[src/rtl/rsv_pkg.sv]
package rsv_pkg;
  typedef enum logic [1:0] {
    PH_IDLE = 2'd0,
    PH_RESV = 2'd1,
    PH_ACK  = 2'd2
  } phase_t;
endpackage

[src/rtl/rsv_qstore.sv]
// Round snapshot of queue lengths, one wide word per input row.
module rsv_qstore #(
  parameter int N = 4,
  parameter int W = 8,
  localparam int IDXW = (N > 1) ? $clog2(N) : 1,
  localparam int ROWW = N * W
) (
  input  logic              clk,
  input  logic              load,
  input  logic [N*ROWW-1:0] qlen_flat,
  input  logic [IDXW-1:0]   rd_row,
  output logic [ROWW-1:0]   row
);
  logic [ROWW-1:0] mem [N];

  for (genvar i = 0; i < N; i++) begin : g_row
    always_ff @(posedge clk) begin
      if (load) mem[i] <= qlen_flat[i*ROWW +: ROWW];
    end
  end

  assign row = mem[rd_row];
endmodule

[src/rtl/rsv_argmax.sv]
// Largest signed margin (queue length minus urgency), lowest index on ties.
module rsv_argmax #(
  parameter int N = 4,
  parameter int W = 8,
  localparam int IDXW = (N > 1) ? $clog2(N) : 1
) (
  input  logic [N*W-1:0]  xrow,
  input  logic [N*W-1:0]  urg,
  output logic [IDXW-1:0] best_idx,
  output logic            best_pos
);
  logic signed [W:0] margin [N];
  logic signed [W:0] best_val;

  for (genvar j = 0; j < N; j++) begin : g_margin
    assign margin[j] = $signed({1'b0, xrow[j*W +: W]}) - $signed({1'b0, urg[j*W +: W]});
  end

  always_comb begin
    best_idx = '0;
    best_val = margin[0];
    for (int j = 1; j < N; j++) begin
      if (margin[j] > best_val) begin
        best_val = margin[j];
        best_idx = IDXW'(j);
      end
    end
    best_pos = (best_val > $signed({(W+1){1'b0}}));
  end
endmodule

[src/rtl/rsv_fill_pick.sv]
// Booking choice: owned output first, else lowest free non-empty output.
module rsv_fill_pick #(
  parameter int N = 4,
  localparam int IDXW = (N > 1) ? $clog2(N) : 1
) (
  input  logic [N-1:0]    owned,
  input  logic [N-1:0]    nz,
  input  logic [N-1:0]    rsv_valid,
  input  logic [N-1:0]    booked,
  output logic [IDXW-1:0] pick_idx,
  output logic            pick_ok
);
  logic [N-1:0] cand;
  assign cand = nz & ~rsv_valid & ~booked;

  always_comb begin
    pick_idx = '0;
    pick_ok  = 1'b0;
    if (|owned) begin
      for (int j = 0; j < N; j++) begin
        if (owned[j]) begin
          pick_idx = IDXW'(j);
          pick_ok  = 1'b1;
        end
      end
    end else begin
      for (int j = N - 1; j >= 0; j--) begin
        if (cand[j]) begin
          pick_idx = IDXW'(j);
          pick_ok  = 1'b1;
        end
      end
    end
  end
endmodule

[src/rtl/rsv_urgency_sched.sv]
module rsv_urgency_sched
  import rsv_pkg::*;
#(
  parameter int N = 4,
  parameter int W = 8
) (
  input  logic             clk,
  input  logic             rst,
  input  logic             start,
  input  logic [N*N*W-1:0] qlen_flat,
  output logic [N*N-1:0]   match_flat,
  output logic             done
);
  localparam int IDXW = (N > 1) ? $clog2(N) : 1;
  localparam int ROWW = N * W;

  phase_t          st;
  logic [IDXW-1:0] idx;
  logic [ROWW-1:0] urg_flat;
  logic [N-1:0]    rsv_valid;
  logic [N-1:0]    booked;
  logic [IDXW-1:0] owner [N];
  logic [ROWW-1:0] cur_row;
  logic [IDXW-1:0] best_idx;
  logic            best_pos;
  logic [N-1:0]    nz_row;
  logic [N-1:0]    owned;
  logic [IDXW-1:0] pick_idx;
  logic            pick_ok;
  logic            accept;
  logic            last_step;

  assign accept    = (st == PH_IDLE) && start;
  assign last_step = (idx == IDXW'(N - 1));

  rsv_qstore #(.N(N), .W(W)) u_store (
    .clk      (clk),
    .load     (accept),
    .qlen_flat(qlen_flat),
    .rd_row   (idx),
    .row      (cur_row)
  );

  rsv_argmax #(.N(N), .W(W)) u_argmax (
    .xrow    (cur_row),
    .urg     (urg_flat),
    .best_idx(best_idx),
    .best_pos(best_pos)
  );

  for (genvar j = 0; j < N; j++) begin : g_col
    assign nz_row[j] = |cur_row[j*W +: W];
    assign owned[j]  = rsv_valid[j] && (owner[j] == idx);
  end

  rsv_fill_pick #(.N(N)) u_pick (
    .owned    (owned),
    .nz       (nz_row),
    .rsv_valid(rsv_valid),
    .booked   (booked),
    .pick_idx (pick_idx),
    .pick_ok  (pick_ok)
  );

  always_ff @(posedge clk) begin
    if (rst) begin
      st         <= PH_IDLE;
      idx        <= '0;
      urg_flat   <= '0;
      rsv_valid  <= '0;
      booked     <= '0;
      match_flat <= '0;
      done       <= 1'b0;
      for (int j = 0; j < N; j++) owner[j] <= '0;
    end else begin
      done <= 1'b0;
      case (st)
        PH_IDLE: begin
          if (start) begin
            st         <= PH_RESV;
            idx        <= '0;
            urg_flat   <= '0;
            rsv_valid  <= '0;
            booked     <= '0;
            match_flat <= '0;
          end
        end
        PH_RESV: begin
          if (best_pos) begin
            urg_flat[best_idx*W +: W] <= cur_row[best_idx*W +: W];
            rsv_valid[best_idx]       <= 1'b1;
            owner[best_idx]           <= idx;
          end
          if (last_step) begin
            st  <= PH_ACK;
            idx <= '0;
          end else begin
            idx <= idx + 1'b1;
          end
        end
        PH_ACK: begin
          if (pick_ok) begin
            match_flat[idx*N + pick_idx] <= 1'b1;
            booked[pick_idx]             <= 1'b1;
          end
          if (last_step) begin
            st   <= PH_IDLE;
            idx  <= '0;
            done <= 1'b1;
          end else begin
            idx <= idx + 1'b1;
          end
        end
        default: st <= PH_IDLE;
      endcase
    end
  end
endmodule

[config.mk]
export PLATFORM = sky130hd
export DESIGN_NAME = rsv_urgency_sched
export DESIGN_NICKNAME = d
export VERILOG_FILES = /design/src/rtl/rsv_pkg.sv /design/src/rtl/rsv_qstore.sv /design/src/rtl/rsv_argmax.sv /design/src/rtl/rsv_fill_pick.sv /design/src/rtl/rsv_urgency_sched.sv
export SDC_FILE = /design/constraint.sdc
export NUM_CORES = 1
export LEC_CHECK = 0
export ABC_AREA = 1
export ABC_CLOCK_PERIOD_IN_PS = 10400
export BUFFER_PORTS_ARGS = -buffer_cell sky130_fd_sc_hd__buf_4
export CAP_MARGIN = 20
export CELL_PAD_IN_SITES_DETAIL_PLACEMENT = 0
export CELL_PAD_IN_SITES_GLOBAL_PLACEMENT = 1
export CORE_ASPECT_RATIO = 1.1
export CORE_MARGIN = 2
export CORE_UTILIZATION = 44
export DETAILED_ROUTE_END_ITERATION = 16
export PLACE_DENSITY = 0.88
export SYNTH_ARGS = -nofsm -noshare
export SYNTH_HDL_FRONTEND = slang
export SYNTH_HIERARCHICAL = 1
export SYNTH_SLANG_ARGS = --single-unit
[constraint.sdc]
create_clock -name clk -period 10.4 [get_ports clk]
set_input_delay 2.08 -clock clk [delete_from_list [all_inputs] [get_ports clk]]
set_output_delay 2.08 -clock clk [all_outputs]
set_load 0.02 [all_outputs]
==> flow_summary.yaml <==
logic_synthesis:
  synth_cell_types: 49
  synth_edf_count: 136
  yosys.area_share.simple_pct: 26.96
  synth_top_family_by_area: "simple AND/OR/NAND/NOR gates"
  synth_cells: 1481
  ys_warn_count: 6
  synth_seq_cells: 197
  syn-num-nets: 1683
  synth_ff_type: "edfxtp_1"
  synth_fa_ha_area_share_pct: 7.817
  synth_area_um2: 11750
  synth_seq_area_share_pct: 45.15
  yosys.area_share.xor_xnor_pct: 1.118
  synthMuxAreaShare_pct: 0
  syn_area_per_cell_um2: 7.933
  synth-compound-area-share_pct: 6.709
  synthArstFlopShare_pct: 0
cells_and_area:
  drive_gt1_share_pct: 15.62
  diodes: 0
  fin_area_um2: 13630
  layout_common_cells: "nand2_1 (421), inv_1 (305), buf_4 (152)"
  area.growth.synth_to_final_pct: 16.04
  post-route-util_pct: 51.99
  final_common_cell: "nand2_1"
  final_nets: 1815
  fill_cells: 2575
critical_path:
  endpoint: "urg_flat[18]"
  worstPathArrival_ps: 9570
  crit_cells: 52
  worst_ep_required_time_ps: 10770
  cp_common_cell: "nand2_1"
  slowest_delay_ps: 760
  path_buf_inv: 10
  crit_start: "idx[0]"
  reg2reg_to: "urg_flat[18]"
  critPathLaunchType: "flop"
  reg2regPathDepth: 52
  critPathCaptureType: "flop"
  crit_type: "flop to flop"
  r2r-start: "idx[0]"
  regToRegSetupSlack_ps: 1200
  crit_slowest_cell: "dfxtp_2"
  crit_fanout: 64
  crit_family: "simple AND/OR/NAND/NOR gates"
timing:
  hold_violations: 0
  worstMarginPinSlew_ps: 864.2
  period_needed_ps: 9202
  skew_ps: 10.26
  drv_slew: 0
  max_slew_margin_pct: 42.38
  clock.fmax_ghz: 0.1087
  finalSetupTns_ps: 0
  period_share_pct: 88.48
  finalSetupViolCount: 0
  worst_slack_ps: 1198
  rsz0062_at_grt: "false"
clocking:
  clk-insertion-delay-late_ps: 440
  post-cts-setup-buffers: 0
  cts_num_sinks: 197
  cts_root_buf: "clkbuf_16"
  clock_path_buffers: 2
  clk_pin_slew_ps: 70
  cts_max_level: 4
  numCtsBuffers: 17
  cts_tree: "done"
global_route:
  grt_max_degree: 75
  grt-ovfl-total: 0
  gr-usage-all-layers_pct: 20.33
  first_global_vias: 9088
  met3_usage_pct: 3.140
  busiest_layer: "met2"
  grt_first_pass_wirelength_um: 45220
  grt_antenna_before_repair: 0
  met2_usage_pct: 33.60
  met1_usage_pct: 27.11
run_status:
  outcome: "completed"
place:
  portBuffers: 147
  preCtsSetupSlack_ps: 1118
  placed_area_um2: 13080
  hpwl_um: 21700
  gp_congestion: 0.8766
floorplan:
  core_area_um2: 26220
  start_util_pct: 44.81
  dieWidth_um: 159.8
  num_rows: 62
  dieHeight_um: 175.4
  pin_count: 148
  die_area_um2: 28030
routing:
  detail-route-antenna-nets: 0
  drc: 0
  drt_iter0_drc: 670
  wl_um: 28150
  viasPerCell: 4.813
  wire_per_inst_um: 14.23
  vias: 9520
  firstDrtPassIters: 7
worst_hold_path:
  hp-class: "flop to flop"
job:
  maxCapViolCount: 0
==> worst min-delay path by stage <==
| stage | startpoint | endpoint | cells after the start |
|---|---|---|---|
| after floorplan | urg_flat[25] | urg_flat[25] | 2 |
| after global placement | match_flat[9] | match_flat[9] | 2 |
| after detailed placement | match_flat[11] | match_flat[11] | 2 |
| after CTS | match_flat[11] | match_flat[11] | 2 |
| after global routing | match_flat[15] | match_flat[15] | 2 |
| final | match_flat[15] | match_flat[15] | 2 |
==> layer usage <==
layer	vias up	wire, um	part of all wire [%]
met5	-	0	0
met4	0	631	2.2
met3	39	1325	4.7
met2	262	13320	47
met1	4272	12870	46
li1	4947	-	-
==> tightest hold or removal path: stages (launching register included) <==
cell and delay (ps):
dfxtp_1 310, inv_1 50, a21oi_1 50
==> stage by stage <==
step / cells / hold slack, ps
final: 1978 / 453.5
after global routing: 1978 / 475.3
after CTS: 1978 / 454.0
after detailed placement: 1946 / 443.4
after global placement: 1945 / 441.4
after floorplan: 1481 / 445.3
==> cell families after synthesis <==
logic type / Yosys count
simple gates: 709
fa+ha+maj: 71
flops: 197
buf+inv: 353
compound gates: 136
xor+xnor: 15
==> layout make-up <==
| cell class | instances | area [um^2] | share of cell area, % |
|---|---|---|---|
| clock buffer | 17 | 425.4 | 3.120 |
| multi-input combinational | 931 | 5006 | 36.72 |
| tap | 352 | 440.4 | 3.231 |
| sequential | 197 | 5306 | 38.92 |
| inverter | 313 | 1180 | 8.655 |
| clock inverter | 15 | 122.6 | 0.8994 |
| timing repair buffer | 153 | 1152 | 8.453 |
==> registers in the layout (all words and copies together) (netlist names) <==
signal       cells
booked           4
done             1
idx              2
match_flat      16
owner            8
rsv_valid        4
st               2
u_store/mem    128
urg_flat        32
==> synth_stat cells (3+ instances only) <==
master / number / share of area [%]
nand2_1: 421 / 13
inv_1: 306 / 9.8
nand3_1: 138 / 5.9
edfxtp_1: 136 / 35
a21oi_1: 82 / 3.5
ha_1: 67 / 7.1
dfxtp_1: 61 / 10
nor2_1: 61 / 1.9
o21ai_0: 22 / 0.94
nand4_1: 19 / 1.0
nand2_2: 18 / 0.96
buf_2: 15 / 0.64
xor2_1: 13 / 0.97
clkbuf_1: 10 / 0.32
buf_6: 9 / 0.86
nor4_1: 9 / 0.48
nor2_2: 8 / 0.43
o21bai_1: 8 / 0.51
nand2_4: 7 / 0.67
inv_2: 6 / 0.19
a21oi_2: 5 / 0.37
nand3b_1: 5 / 0.32
buf_4: 4 / 0.26
fa_1: 4 / 0.68
nand3_2: 4 / 0.34
nor3_1: 4 / 0.17
nor3_2: 4 / 0.34
o21ba_2: 4 / 0.34
o221ai_1: 4 / 0.30
or2_2: 3 / 0.16
==> timing repair <==
action,4_1_cts,5_1_grt
hold buffers,0,0
gates resized for setup,0,2
endpoints found under the setup margin,0,4
Power is not shown: default switching activity piles up to over one toggle a cycle in this logic, so the estimate is an artifact.
